==> config.mk <==
export PLATFORM = sky130hd
export DESIGN_NAME = area_readout_seq
export DESIGN_NICKNAME = d
export VERILOG_FILES = /design/src/rtl/area_readout_seq.sv
export SDC_FILE = /design/constraint.sdc
export NUM_CORES = 1
export LEC_CHECK = 0
export ABC_AREA = 1
export BUFFER_PORTS_ARGS = -buffer_cell sky130_fd_sc_hd__buf_2
export CAP_MARGIN = 20
export CORE_MARGIN = 4
export CORE_UTILIZATION = 65
export CTS_BUF_LIST = sky130_fd_sc_hd__clkbuf_4 sky130_fd_sc_hd__clkbuf_8
export DETAILED_ROUTE_END_ITERATION = 7
export GPL_ROUTABILITY_DRIVEN = 1
export PLACE_DENSITY_LB_ADDON = 0.15
export RECOVER_POWER = 100
export SLEW_MARGIN = 20
export SYNTH_ARGS = -nofsm -noshare
export SYNTH_HDL_FRONTEND = slang
export SYNTH_SLANG_ARGS = --single-unit
==> constraint.sdc <==
create_clock -name clk -period 3.4 [get_ports clk]
set_clock_uncertainty 0.15 [all_clocks]
set_input_delay 0 -clock clk [delete_from_list [all_inputs] [get_ports clk]]
set_output_delay 0 -clock clk [all_outputs]
set_load 0.03 [all_outputs]
==> src/rtl/area_readout_seq.sv <==
module area_readout_seq #(
  parameter int MAX_DIM = 4096,
  localparam int CNT_W = $clog2(MAX_DIM + 1),
  localparam int IDX_W = $clog2(MAX_DIM)
) (
  input  logic             clk,
  input  logic             rst_n,
  input  logic             start_i,
  input  logic             ft_mode_i,
  input  logic [CNT_W-1:0] rows_i,
  input  logic [CNT_W-1:0] cols_i,
  input  logic             par_done_i,
  input  logic             ser_done_i,
  output logic             img_shift_o,
  output logic             stor_shift_o,
  output logic             ser_shift_o,
  output logic             pixel_valid_o,
  output logic [IDX_W-1:0] pix_row_o,
  output logic [IDX_W-1:0] pix_col_o,
  output logic             frame_done_o,
  output logic             readout_o,
  output logic             shutter_en_o
);

  typedef enum logic [2:0] {
    S_IDLE, S_DUMP_REQ, S_DUMP_WAIT, S_ROW_REQ, S_ROW_WAIT, S_SER_REQ, S_SER_WAIT, S_FINISH
  } st_t;

  st_t              st;
  logic             ft_q;
  logic [CNT_W-1:0] rows_q, cols_q;
  logic [CNT_W-1:0] row_c, col_c;

  wire last_row = (row_c == rows_q - CNT_W'(1));
  wire last_col = (col_c == cols_q - CNT_W'(1));
  wire go       = start_i && (rows_i != '0) && (cols_i != '0);

  assign img_shift_o  = (st == S_DUMP_REQ) || (st == S_ROW_REQ && !ft_q);
  assign stor_shift_o = (st == S_DUMP_REQ) || (st == S_ROW_REQ && ft_q);
  assign ser_shift_o  = (st == S_SER_REQ);
  assign readout_o    = (st != S_IDLE);
  assign shutter_en_o = ft_q || (st == S_IDLE);

  always_ff @(posedge clk or negedge rst_n) begin
    if (!rst_n) begin
      st            <= S_IDLE;
      ft_q          <= 1'b0;
      rows_q        <= '0;
      cols_q        <= '0;
      row_c         <= '0;
      col_c         <= '0;
      pixel_valid_o <= 1'b0;
      frame_done_o  <= 1'b0;
      pix_row_o     <= '0;
      pix_col_o     <= '0;
    end else begin
      pixel_valid_o <= 1'b0;
      frame_done_o  <= 1'b0;
      case (st)
        S_IDLE: if (go) begin
          ft_q   <= ft_mode_i;
          rows_q <= rows_i;
          cols_q <= cols_i;
          row_c  <= '0;
          col_c  <= '0;
          st     <= ft_mode_i ? S_DUMP_REQ : S_ROW_REQ;
        end
        S_DUMP_REQ: st <= S_DUMP_WAIT;
        S_DUMP_WAIT: if (par_done_i) begin
          if (last_row) begin
            row_c <= '0;
            st    <= S_ROW_REQ;
          end else begin
            row_c <= row_c + CNT_W'(1);
            st    <= S_DUMP_REQ;
          end
        end
        S_ROW_REQ: st <= S_ROW_WAIT;
        S_ROW_WAIT: if (par_done_i) begin
          col_c <= '0;
          st    <= S_SER_REQ;
        end
        S_SER_REQ: st <= S_SER_WAIT;
        S_SER_WAIT: if (ser_done_i) begin
          pixel_valid_o <= 1'b1;
          pix_row_o     <= row_c[IDX_W-1:0];
          pix_col_o     <= col_c[IDX_W-1:0];
          if (!last_col) begin
            col_c <= col_c + CNT_W'(1);
            st    <= S_SER_REQ;
          end else if (!last_row) begin
            row_c <= row_c + CNT_W'(1);
            st    <= S_ROW_REQ;
          end else begin
            st    <= S_FINISH;
          end
        end
        S_FINISH: begin
          frame_done_o <= 1'b1;
          st           <= S_IDLE;
        end
        default: st <= S_IDLE;
      endcase
    end
  end

endmodule

# Word level (Yosys, flattened, before mapping)

Index checks and enable logic that the tools add are counted.

Input bits: 32
Output and inout port bits: 31
Word-level logic and storage cells: 72
Register bits after elaboration: 82

Reduce and logical (&&, ||, !) cells: 19
Equality and inequality tests: 16
Mux-type cells: 23
$add $sub $neg: 4

Operators with widths:

| cell                    | number |
|---|---|
| $mux W13                | 9 |
| $pmux W13 S3            | 2 |
| $add A13 B1 Y13 const B | 2 |
| $eq A13 B13 Y1          | 2 |
| $reduce_bool A13 Y1     | 2 |
| $sub A13 B1 Y13 const B | 2 |
| $pmux W3 S8             | 1 |
| $mux W3                 | 6 |
| $ne A2 B2 Y1 const B    | 7 |
| $eq A3 B3 Y1 const B    | 4 |
| $reduce_bool A3 Y1      | 3 |
| $eq A3 B2 Y1 const B    | 2 |
| $reduce_and A6 Y1       | 1 |
| $reduce_and A5 Y1       | 1 |
| $logic_and A1 B1 Y1     | 4 |
| $mux W2                 | 2 |
| $reduce_and A2 Y1       | 2 |
| $reduce_and A4 Y1       | 1 |
| $eq A3 B1 Y1 const B    | 1 |
| $logic_not A3 Y1        | 1 |
| $logic_or A1 B1 Y1      | 3 |
| $mux W1                 | 3 |
| $logic_not A1 Y1        | 1 |

# Longest topological paths before layout

Gate-level depths: netlist of run 1.

Depth after elaboration: 6
Gate-level depth with buffers: 18

# Least setup slack after synthesis of run 1

OpenSTA, ideal clock, no wires.

Path kind: register to register
From: reg rows_q[0]
To: reg row_c[1]
Buffers on the path: 1
Setup slack: 1.294 ns
Library setup time: 0.116 ns
Cell stages (with the launch flop): 14
Data required time: 3.134 ns
Arrival time: 1.840 ns
Path through: dfrtp_1 > inv_1 > ha_1 > nand2_1 > nor2_2 > xor2_1 > nand2_1 > nor3_2 > nand3_2 > buf_2 > nand3_1 > inv_1 > nand2_1 > nand2_1

Longest elaborated chain between the ends: 5
Elaborated cells on any way between the ends: 7
Classes of those cells: add/sub (1); eq/ne (2); mux (3); reduce/logical (1)

RTL lines:

| item                     | RTL line | RTL |
|---|---|---|
| start: declaration       | 31       | `logic [CNT_W-1:0] rows_q, cols_q;` |
| start signal: assignment | 62       | `rows_q <= rows_i;` |
| $sub A13 B1 Y13 *        | 34       | `wire last_row = (row_c == rows_q - CNT_W'(1));` |
| $eq A13 B13 Y1 *         | 34       |  |
| $mux W13                 | 70       | `if (last_row) begin` |
| $mux W13                 | 69       | `S_DUMP_WAIT: if (par_done_i) begin` |
| $pmux W13 S3             | 59       | `case (st)` |
| end signal: assignment   | 74       | `row_c <= row_c + CNT_W'(1);` |
| end signal: assignment   | 92       | `row_c <= row_c + CNT_W'(1);` |
| end: declaration         | 32       | `logic [CNT_W-1:0] row_c, col_c;` |

Every way passes the cells marked *; elsewhere a longest branch is shown, timed or not. The select of a mux whose other input is x is not followed.
A chain may end at the register's enable or synchronous reset.

# Final worst setup path of run 1

From: reg cols_q[0]
To: reg row_c[10]

Longest elaborated chain between the ends: 4

RTL lines:

| item                        | RTL line | RTL |
|---|---|---|
| start: declaration          | 31       |  |
| start signal: assignment    | 63       | `cols_q <= cols_i;` |
| $sub A13 B1 Y13             | 35       | `wire last_col = (col_c == cols_q - CNT_W'(1));` |
| $eq A13 B13 Y1              | 35       |  |
| $ne A2 B2 Y1 (no line)      | n/a      |  |
| $reduce_and A6 Y1 (no line) | n/a      |  |

No other way between the ends.

==> results of run 1 <==
==> per-layer routing <==
layer | vias to the layer above | track usage [%]
li1 | 2412 | -
met1 | 2298 | 42.5
met2 | 190 | 45.2
met3 | 33 | 5.94
met4 | 0 | 11.0
met5 | - | 0
==> metrics by stage <==
stage | std cells | power, mW | instance area (um^2) | utilization, %
after floorplan | 722 | 3.01 | 5000 | -
after global placement | 864 | 3.36 | 5340 | 72.5
after detailed placement | 864 | 3.44 | 5340 | 72.5
after CTS | 909 | 4.35 | 5880 | 79.7
after global routing | 909 | 4.65 | 5810 | 78.9
final | 909 | 4.33 | 5810 | 78.9
==> repair_timing <==
action | 4_1_cts | 5_1_grt
endpoints found under the hold margin | 116 | 0
gates resized for setup | 0 | 0
hold buffers | 29 | 0
==> final cells by class <==
type	count	area share, %
clock buffer	10	2.26
timing repair buffer	93	9.79
tap	99	2.13
clock inverter	6	1.94
multi-input combinational	523	42.4
sequential	82	35.3
inverter	96	6.20
==> synthesized netlist by cell type (all sizes together) <==
library cell	number
nor3	10
o22ai	2
mux2	1
nand4	9
nand3b	2
xnor2	6
o21bai	1
nand3	44
inv	96
ha	4
nor4	6
dfrtp	82
nand2	250
nor2	83
buf	8
xor2	25
or2	8
o21ai	53
a21oi	19
clkbuf	13
==> state kept, by name (all words and copies together), names as in the netlist, 3 cells and up <==
register / flops
cols_q: 13
row_c: 13
pix_col_o: 12
st: 3
pix_row_o: 12
col_c: 13
rows_q: 13
==> power by group through the flow <==
stage	registers [mW]	clock network [mW]	logic, mW
after floorplan	1.69	0	1.32
after global placement	1.52	0	1.84
after detailed placement	1.54	0	1.91
after CTS	1.52	0.878	1.95
after global routing	1.57	0.930	2.15
final	1.54	0.884	1.91
==> placed cells by master (no fill, tap or decap), types with 2 or more instances in the layout <==
master         netlist  final
a21oi_1             18     18
o21ai_0             45     52
bufinv_16            0      3
nor4_1               6      6
xor2_1              25     25
inv_6                0      2
ha_1                 4      4
nor2_1              74     77
inv_1               92     93
or2_2                8      8
o22ai_1              2      2
nand4_1              9      9
nor3_2               2      2
xnor2_1              6      6
nand2_1            247    248
dlygate4sd3_1        0     29
nor2_4               4      3
nand3_1             42     42
nor2_2               5      3
dfrtp_1             82     82
clkbuf_1            11     33
nand3b_1             2      2
inv_2                4      3
nor3_1               8      8
nand3_2              2      2
buf_2                4     30
clkbuf_8             0      9
==> kinds of logic after synthesis <==
group           count (synthesis)
flops                          82
mux                             1
buf+inv                       117
xor+xnor                       31
compound gates                 75
fa+ha+maj                       4
simple gates                  412
==> critical path, stage by stage (launching register included) <==
cell	delay [ns]
dfrtp_1	0.43
inv_1	0.12
ha_1	0.21
nand3_2	0.13
nor2_1	0.27
nand2_1	0.09
nand2_1	0.08
nand2_1	0.05
nor2_1	0.10
nand3_1	0.09
nor2_1	0.18
nand2_2	0.10
nand2_1	0.11
nand2_1	0.32
nand2_1	0.17
nand2_1	0.07
==> final timing paths <==
check,endpoint,slack [ns],cells past startpoint,from
min in group asynchronous,pix_col_o[2]$_DFFE_PN0P_,0.57,2,rst_n
setup reg to reg,row_c[10]$_DFFE_PN0P_,0.61,15,cols_q[0]$_DFFE_PN0P_
max in group asynchronous,rows_q[4]$_DFFE_PN0P_,1.33,2,rst_n
hold / removal,st[0]$_DFFE_PN0P_,0.03,7,par_done_i
hold reg to reg,pix_col_o[8]$_DFFE_PN0P_,0.33,2,pix_col_o[8]$_DFFE_PN0P_
setup / recovery,row_c[10]$_DFFE_PN0P_,0.61,15,cols_q[0]$_DFFE_PN0P_
==> impl_metrics.py, run 1 <==
metrics = {
    "detailed_routing": {
        "wl_met3_um": 782,
        "antenna_left": 0,
        "viasPerCell": 5.43,
        "drtPass1Iterations": 5,
        "drt_iter0_markers": 327,
        "route.detailed.drc": 0,
        "wl_per_cell_um": 13.9,
        "wl_met2_um": 5630,
        "wirelength_um": 12600,
        "drt-met1-wl_um": 5930,
        "topRoutingLayerUsed": "met4",
        "vias": 4933,
    },
    "placed_design": {
        "io_buffers": 62,
        "dp_slack_ns": 0.895,
        "dp_hpwl_um": 8500,
        "gp_congestion": 0.904,
    },
    "yosys": {
        "synthXorXnorAreaFrac_pct": 5.43,
        "synthCells": 722,
        "yosys.area.top_type_share_pct": 41.0,
        "synth_top_area_cell": "dfrtp_1",
        "synth_top_family_by_area": "simple AND/OR/NAND/NOR gates",
        "yosys_warnings": 0,
        "avgSynthCellArea_um2": 6.93,
        "yosysSeqAreaShare_pct": 41.0,
        "synthMuxAreaShare_pct": 0.225,
        "synth_seq_cells": 82,
        "netlist_area_um2": 5000,
        "synth_compound_area_share_pct": 7.83,
        "synth_nets": 758,
        "ys_types": 32,
        "synthSimpleGateAreaFrac_pct": 35.1,
        "netlist_top_cells_area": "dfrtp_1 41%, nand2_1 19%, inv_1 6.9%",
        "synthAdderAreaFrac_pct": 1.00,
    },
    "clock_tree": {
        "cts_buffers": 9,
        "cts_setup_buffers": 0,
        "path_clk_slew_ns": 0.09,
        "clock_sinks": 82,
        "worstSkewPairLatency_ns": 0.37,
        "htree_num_levels": 3,
        "clockBufferDepth": 2,
        "cts_root_buffer": "clkbuf_8",
        "cts_tree": "yes",
    },
    "layout": {
        "fill_cells": 536,
        "syn_to_final_growth_pct": 16.2,
        "multi_input_area_um2": 2460,
        "diodes": 0,
        "regArea_um2": 2050,
        "nets": 841,
        "layout-drive-gt1-share_pct": 8.89,
    },
    "timing": {
        "fin_crit_ns": 2.79,
        "finalCritPeriodShare_pct": 82.0,
        "setup-tns-final_ns": 0,
        "clock.fmax_ghz": 0.359,
        "hold_violations": 0,
        "tightest_slew_ns": 1.99,
        "drv_slew": 83,
        "rsz0062_at_grt": "false",
        "holdWs_ns": 0.0306,
        "fin_ws_ns": 0.613,
        "slew_headroom_pct": -32.8,
        "setup_viol": 0,
    },
    "worst_setup_path": {
        "worstSetupPathType": "reg -> reg",
        "worstPathRequired_ns": 3.51,
        "startpoint_type": "flip-flop",
        "worstPathMaxFanout": 13,
        "critPathArrivalTime_ns": 2.89,
        "critPathCaptureType": "flip-flop",
    },
    "run_status": {
        "violations": "capacitance limit, slew limit",
        "status": "complete, but fails checks",
    },
    "global_route": {
        "grt_antenna_before_repair": 0,
        "grt_max_degree": 83,
        "grtUsageTotal_pct": 29.8,
        "grt_pass1_vias": 4660,
        "grt_overflow": 0,
        "grt_first_pass_wirelength_um": 21200,
    },
    "floorplanning": {
        "die_w_um": 95.7,
        "die_height_um": 95.7,
        "start_util_pct": 67.9,
        "core-area_um2": 7370,
        "row_count": 31,
        "die_area_um2": 9170,
        "io_pins": 63,
    },
    "run": {
        "maxCapViolCount": 1,
    },
    "power_and_ir_drop": {
        "clkPwrFrac_pct": 20.4,
        "switchingPower_mw": 2.01,
        "pwr-share-comb_pct": 44.1,
        "p_sw_share_pct": 46.4,
        "power.density_nw_per_um2": 744,
        "p_seq_share_pct": 35.5,
        "irDropWorstVdd_uv": 670,
        "p_leak_nw": 2.96,
        "intPower_mw": 2.32,
    },
    "worst_hold_path": {
        "hold_path.class": "in -> reg",
    },
}
Note: power is estimated with default switching activity, not from simulation.
==> run 2: changes to the inputs <==
--- a/config.mk
+++ b/config.mk
@@ -5,11 +5,11 @@
 export SDC_FILE = /design/constraint.sdc
 export NUM_CORES = 1
 export LEC_CHECK = 0
-export ABC_AREA = 1
+export ABC_AREA = 0
 export BUFFER_PORTS_ARGS = -buffer_cell sky130_fd_sc_hd__buf_2
 export CAP_MARGIN = 20
 export CORE_MARGIN = 4
-export CORE_UTILIZATION = 65
+export CORE_UTILIZATION = 60
 export CTS_BUF_LIST = sky130_fd_sc_hd__clkbuf_4 sky130_fd_sc_hd__clkbuf_8
 export DETAILED_ROUTE_END_ITERATION = 7
 export GPL_ROUTABILITY_DRIVEN = 1
==> constraint.sdc (replaced) <==
create_clock -name clk -period 2.65 [get_ports clk]
set_clock_uncertainty 0.15 [all_clocks]
set_input_delay 0 -clock clk [delete_from_list [all_inputs] [get_ports clk]]
set_output_delay 0 -clock clk [all_outputs]
set_load 0.03 [all_outputs]
==> impl_metrics.py, run 2 <==
metrics = {
    "timing": {
        "fin_ws_ns": -0.517,
        "setup_viol": 28,
        "setup-tns-final_ns": -11.13,
        "slew_headroom_pct": -36.1,
        "clock.fmax_ghz": 0.316,
        "finalCritPeriodShare_pct": 120,
        "fin_crit_ns": 3.17,
        "tightest_slew_ns": 2.04,
        "drv_slew": 83,
        "rsz0062_at_grt": "true",
        "hold_violations": 0,
    },
    "yosys": {
        "yosys_warnings": 0,
        "synth-edff-count": 0,
        "async_flop_share_pct": 100,
        "yosysSeqAreaShare_pct": 44.5,
        "netlist_area_um2": 4610,
        "yosys.area.top_type_share_pct": 44.5,
        "synth_seq_cells": 82,
        "synth_commonest_cells": "82 x dfrtp_1, 78 x nand2_1, 29 x mux2_2",
        "synth_top_area_cell": "dfrtp_1",
        "synth_nets": 524,
        "post-synth-top-count-cell": "dfrtp_1",
        "netlist_top_cells_area": "dfrtp_1 44%, mux2_2 7.1%, nand2_1 6.3%",
        "synth_ff_type": "dfrtp_1",
        "avgSynthCellArea_um2": 9.45,
        "synthCells": 488,
        "ys_types": 62,
    },
    "floorplanning": {
        "start_util_pct": 62.6,
        "die_area_um2": 9160,
        "die_height_um": 95.7,
        "core-area_um2": 7370,
        "die_w_um": 95.7,
        "row_count": 31,
        "io_pins": 63,
    },
    "global_route": {
        "grt_first_pass_wirelength_um": 24900,
        "grt_pass1_vias": 4834,
        "grt_overflow": 0,
        "grt_antenna_before_repair": 0,
        "grtUsageTotal_pct": 35.7,
        "grt_max_degree": 83,
    },
    "layout": {
        "layout-drive-gt1-share_pct": 36.1,
        "final_cell_mix": "81 x dfrtp_1, 79 x buf_4, 77 x nand2_1",
        "design_area_um2": 6640,
        "final_common_cell": "dfrtp_1",
        "syn_to_final_growth_pct": 43.8,
        "fill_cells": 280,
        "nets": 702,
    },
    "detailed_routing": {
        "wl_per_cell_um": 25.1,
        "topRoutingLayerUsed": "met4",
        "wl_met3_um": 2600,
        "drt_iter0_markers": 718,
        "antenna_left": 0,
        "vias": 5403,
        "route.detailed.drc": 0,
        "wirelength_um": 19300,
        "viasPerCell": 7.01,
        "drtPass1Iterations": 5,
        "wl_met2_um": 8660,
        "drt-met1-wl_um": 6370,
    },
    "worst_setup_path": {
        "worstPathRequired_ns": 2.79,
        "crit_cells": 8,
        "startpoint_type": "flip-flop",
        "timing.critical_path.buf_inv": 0,
        "worstPathMaxFanout": 5,
        "crit_top_cell": "or3_4",
        "slowest_stage": "dfrtp_1",
        "worst_r2r_path_depth": 8,
        "critPathCaptureType": "flip-flop",
        "slowest_delay_ns": 0.43,
        "worstSetupPathType": "reg -> reg",
        "critPathArrivalTime_ns": 3.31,
        "worstPathCellList": "or3_4 -> nor4_1 -> a21boi_0 -> or2_2 -> o31a_1 -> or3_4 -> or3_1 -> o221ai_2",
        "critPathTopFamily": "simple AND/OR/NAND/NOR gates",
    },
    "power_and_ir_drop": {
        "switchingPower_mw": 3.39,
        "p_seq_share_pct": 29.5,
        "p_leak_nw": 3.01,
        "intPower_mw": 3.79,
        "pwr-share-comb_pct": 56.5,
        "p_sw_share_pct": 47.2,
        "clkPwrFrac_pct": 14.0,
        "power.density_nw_per_um2": 1080,
        "irDropWorstVdd_uv": 790,
    },
    "placed_design": {
        "io_buffers": 62,
        "post_dp_cell_area_um2": 5590,
        "dp_slack_ns": -0.439,
        "gp_congestion": 0.847,
        "dp_hpwl_um": 8570,
    },
    "clock_tree": {
        "worstSkewPairLatency_ns": 0.38,
        "htree_num_levels": 3,
        "clock_sinks": 82,
        "cts_tree": "yes",
        "path_clk_slew_ns": 0.11,
        "cts_root_buffer": "clkbuf_8",
        "clockBufferDepth": 2,
        "cts_buffers": 9,
    },
    "worst_hold_path": {
        "whs_path_depth": 4,
        "hold_path.class": "in -> reg",
    },
    "run": {
        "maxCapViolCount": 1,
    },
    "run_status": {
        "status": "complete, but fails checks",
        "violations": "capacitance limit, slew limit, setup timing",
    },
}
==> run 2: final cells by class <==
cell class / count / area [um^2] / share of cell area, %
clock inverters: 6 / 72.6 / 1.09
well taps: 99 / 124 / 1.87
flip-flops and latches: 82 / 2050 / 30.9
clock buffers: 10 / 138 / 2.07
repair buffers: 187 / 1330 / 20.1
diodes: 1 / 2.50 / 0.0377
multi-input cells: 362 / 2820 / 42.6
inverters: 24 / 90.1 / 1.36
==> run 2: cells by family (layout without fill, tap and decap cells) <==
family	count (synthesis)	count (layout)	synth area share (%)
xor+xnor	35	35	6.64
simple gates	215	216	25.1
fa+ha+maj	4	4	1.08
buf+inv	45	227	4.10
other cells	0	1	0
flops	82	82	44.5
mux	32	32	7.73
compound gates	75	75	10.9
==> run 2: worst reg2reg max path, cell delays in order (launching register included) <==
cell and delay [ns]:
dfrtp_1 0.43, or3_4 0.40, nor4_1 0.28, a21boi_0 0.20, or2_2 0.36, o31a_1 0.38
or3_4 0.39, or3_1 0.41, o221ai_2 0.08
==> run 2: routing by layer <==
metal | vias up | track usage, %
li1 | 2108 | -
met1 | 2484 | 45.2
met2 | 595 | 56.7
met3 | 216 | 9.71
met4 | 0 | 16.6
met5 | - | 0
==> run 2: stage by stage <==
stage          std cells  utilization [%]  total power [mW]  hold slack (ns)
2_1_floorplan        488                -              3.85           -0.446
3_3_place_gp         700             75.7              4.75           0.0836
3_5_place_dp         701             75.8              4.92           0.0869
4_1_cts              761             86.3              6.23          0.00599
5_1_grt              770             90.0              7.41           0.0460
6_report             771             90.0              7.18           0.0778
==> run 2: timing repair <==
| item | in CTS | in global routing |
|---|---|---|
| endpoints found under the setup margin | 28 | 28 |
| gates resized for setup | 38 | 54 |
| setup buffers | 13 | 9 |
| endpoints found under the hold margin | 111 | 0 |
| pin swaps | 26 | 19 |
| cloned | 2 | 0 |
| hold buffers | 30 | 0 |
==> run 2: path summary, 6_finish.rpt <==
| path | startpoint | end | slack [ns] |
|---|---|---|---|
| max reg2reg | cols_q[1]$_DFFE_PN0P_ | row_c[11]$_DFFE_PN0P_ | -0.52 |
| max | cols_q[1]$_DFFE_PN0P_ | row_c[11]$_DFFE_PN0P_ | -0.52 |
| min reg2reg | pix_row_o[8]$_DFFE_PN0P_ | pix_row_o[8]$_DFFE_PN0P_ | 0.33 |
| max in group asynchronous | rst_n | rows_q[2]$_DFFE_PN0P_ | 0.43 |
| min | par_done_i | st[1]$_DFFE_PN0P_ | 0.08 |
| min in group asynchronous | rst_n | pix_row_o[9]$_DFFE_PN0P_ | 0.60 |
==> run 2: power groups by stage <==
stage	Sequential, mW	Combinational, mW	Clock (mW)
after floorplan	2.13	1.71	0
after global placement	1.98	2.77	0
after detailed placement	2.02	2.90	0
after CTS	2.00	3.25	0.971
after global routing	2.14	4.21	1.06
final	2.12	4.05	1.01
==> run 3: changes to the inputs <==
--- a/config.mk
+++ b/config.mk
@@ -15,6 +15,7 @@
 export GPL_ROUTABILITY_DRIVEN = 1
 export PLACE_DENSITY_LB_ADDON = 0.15
 export RECOVER_POWER = 100
+export REMOVE_ABC_BUFFERS = 1
 export SLEW_MARGIN = 20
 export SYNTH_ARGS = -nofsm -noshare
 export SYNTH_HDL_FRONTEND = slang
==> constraint.sdc (replaced) <==
create_clock -name clk -period 2.65 [get_ports clk]
set_clock_uncertainty 0.15 [all_clocks]
set_input_delay 0 -clock clk [delete_from_list [all_inputs] [get_ports clk]]
set_output_delay 0 -clock clk [all_outputs]
set_load 0.05 [all_outputs]
==> impl_metrics.py, run 3 (synthesis gave the netlist of run 2 again) <==
metrics = {
    "worst_setup_path": {
        "rrSetupSlack_ns": -0.58,
        "worstPathMaxFanout": 5,
        "worstSetupPathType": "reg -> reg",
        "critPathArrivalTime_ns": 3.31,
        "worstPathRequired_ns": 2.72,
        "critPathCaptureType": "flip-flop",
        "startpoint_type": "flip-flop",
    },
    "global_route": {
        "grt_antenna_before_repair": 0,
        "grt_pass1_vias": 4796,
        "grt_overflow": 0,
        "grt_first_pass_wirelength_um": 24100,
        "grtUsageTotal_pct": 34.4,
        "grt_max_degree": 83,
    },
    "layout": {
        "fin_util_pct": 88.2,
        "diodes": 0,
        "nets": 696,
        "final_cell_mix": "82 x dfrtp_1, 78 x buf_4, 77 x nand2_1",
        "final_common_cell": "dfrtp_1",
        "multi_input_area_um2": 2800,
        "regArea_um2": 2050,
        "syn_to_final_growth_pct": 40.8,
        "design_area_um2": 6500,
        "fill_cells": 345,
        "layout-drive-gt1-share_pct": 34.3,
    },
    "timing": {
        "hold_violations": 0,
        "finalCritPeriodShare_pct": 122,
        "clock.fmax_ghz": 0.309,
        "slew_headroom_pct": -34.0,
        "fin_ws_ns": -0.584,
        "rsz0062_at_grt": "true",
        "fin_crit_ns": 3.23,
        "setup-tns-final_ns": -13.22,
        "tightest_slew_ns": 2.01,
        "holdWs_ns": 0.0779,
        "drv_slew": 83,
        "setup_viol": 28,
    },
    "floorplanning": {
        "core-area_um2": 7370,
        "start_util_pct": 62.6,
        "die_height_um": 95.7,
        "die_w_um": 95.7,
        "io_pins": 63,
        "die_area_um2": 9160,
        "row_count": 31,
    },
    "run_status": {
        "violations": "capacitance limit, slew limit, setup timing",
        "status": "complete, but fails checks",
    },
    "placed_design": {
        "post_dp_cell_area_um2": 5530,
        "gp_congestion": 0.860,
        "io_buffers": 62,
        "dp_hpwl_um": 8420,
    },
    "power_and_ir_drop": {
        "p_seq_share_pct": 28.5,
        "switchingPower_mw": 3.40,
        "p_sw_share_pct": 47.5,
        "p_leak_nw": 2.94,
        "clkPwrFrac_pct": 13.1,
        "pwr-share-comb_pct": 58.4,
        "irDropWorstVdd_uv": 901,
        "intPower_mw": 3.76,
        "power.density_nw_per_um2": 1100,
    },
    "detailed_routing": {
        "vias": 4975,
        "antenna_left": 0,
        "drtPass1Iterations": 7,
        "wl_per_cell_um": 22.2,
        "viasPerCell": 6.52,
        "wirelength_um": 16900,
        "drt_iter0_markers": 701,
        "route.detailed.drc": 0,
    },
    "clock_tree": {
        "worstSkewPairLatency_ns": 0.37,
        "clockBufferDepth": 2,
        "cts_buffers": 9,
        "htree_num_levels": 3,
        "cts_tree": "yes",
        "clock_sinks": 82,
        "cts_root_buffer": "clkbuf_8",
        "path_clk_slew_ns": 0.09,
    },
    "run": {
        "maxCapViolCount": 1,
    },
    "worst_hold_path": {
        "hold_path.class": "in -> reg",
    },
}
[run 3: per-stage QoR]
step                total power [mW]  setup slack [ns]  std cells
floorplan                       3.89            -0.736        467
finish                          7.16            -0.584        763
global placement                4.97            -0.428        705
global route                    7.41            -0.799        763
CTS                             6.42            -0.290        758
detailed placement              5.11            -0.472        705
[run 3: final timing paths]
path                                           from                  endpoint  cells past startpoint
min reg2reg                pix_row_o[0]$_DFFE_PN0P_  pix_row_o[0]$_DFFE_PN0P_                      2
min in group asynchronous                     rst_n      row_c[1]$_DFFE_PN0P_                      2
min                                      par_done_i         st[1]$_DFFE_PN0P_                      4
max in group asynchronous                     rst_n    rows_q[11]$_DFFE_PN0P_                      2
max                           cols_q[2]$_DFFE_PN0P_      col_c[0]$_DFFE_PN0P_                     14
max reg2reg                   cols_q[2]$_DFFE_PN0P_      col_c[0]$_DFFE_PN0P_                     14
[run 3: power by group through the flow]
stage          clock [mW]  combinational [mW]  sequential (mW)
2_1_floorplan           0                1.53             2.35
3_3_place_gp            0                3.03             1.94
3_5_place_dp            0                3.14             1.97
4_1_cts             0.908                3.55             1.96
5_1_grt             0.971                4.37             2.07
6_report            0.938                4.18             2.04
[run 3: routing by layer]
layer | wire (um) | vias up | share of wire (%) | global-route usage, %
met2 | 7740 | 474 | 46 | 56.7
met1 | 6050 | 2278 | 36 | 43.3
met5 | 0 | - | 0 | 0
met4 | 1040 | 0 | 6.1 | 14.6
li1 | - | 2085 | - | -
met3 | 2100 | 138 | 12 | 8.29
[run 3: layout make-up]
| type | count | area share, % |
|---|---|---|
| well taps | 99 | 1.91 |
| clock buffers | 9 | 1.91 |
| repair buffers | 181 | 19.1 |
| multi-input cells | 362 | 43.1 |
| clock inverters | 6 | 1.00 |
| inverters | 24 | 1.39 |
| flip-flops and latches | 82 | 31.6 |
[run 3: critical path, stage by stage, from the launching register on]
cell and delay, ns:
dfrtp_1 0.41, buf_4 0.16, buf_4 0.15, nor4b_2 0.37
buf_4 0.20, a32oi_1 0.06, a41oi_2 0.27, o21ai_2 0.12
buf_4 0.15, nor4_2 0.41, buf_4 0.25, nor2_1 0.06
buf_4 0.18, nand3_1 0.07, o21ai_0 0.09
[run 3: timing repair]
item / CTS / global route
setup buffers: 7 / 5
endpoints found under the setup margin: 28 / 28
pin swaps: 22 / 19
resized for setup: 66 / 28
cloned: 1 / 0
hold endpoints to repair: 110 / 0
hold buffers: 30 / 0
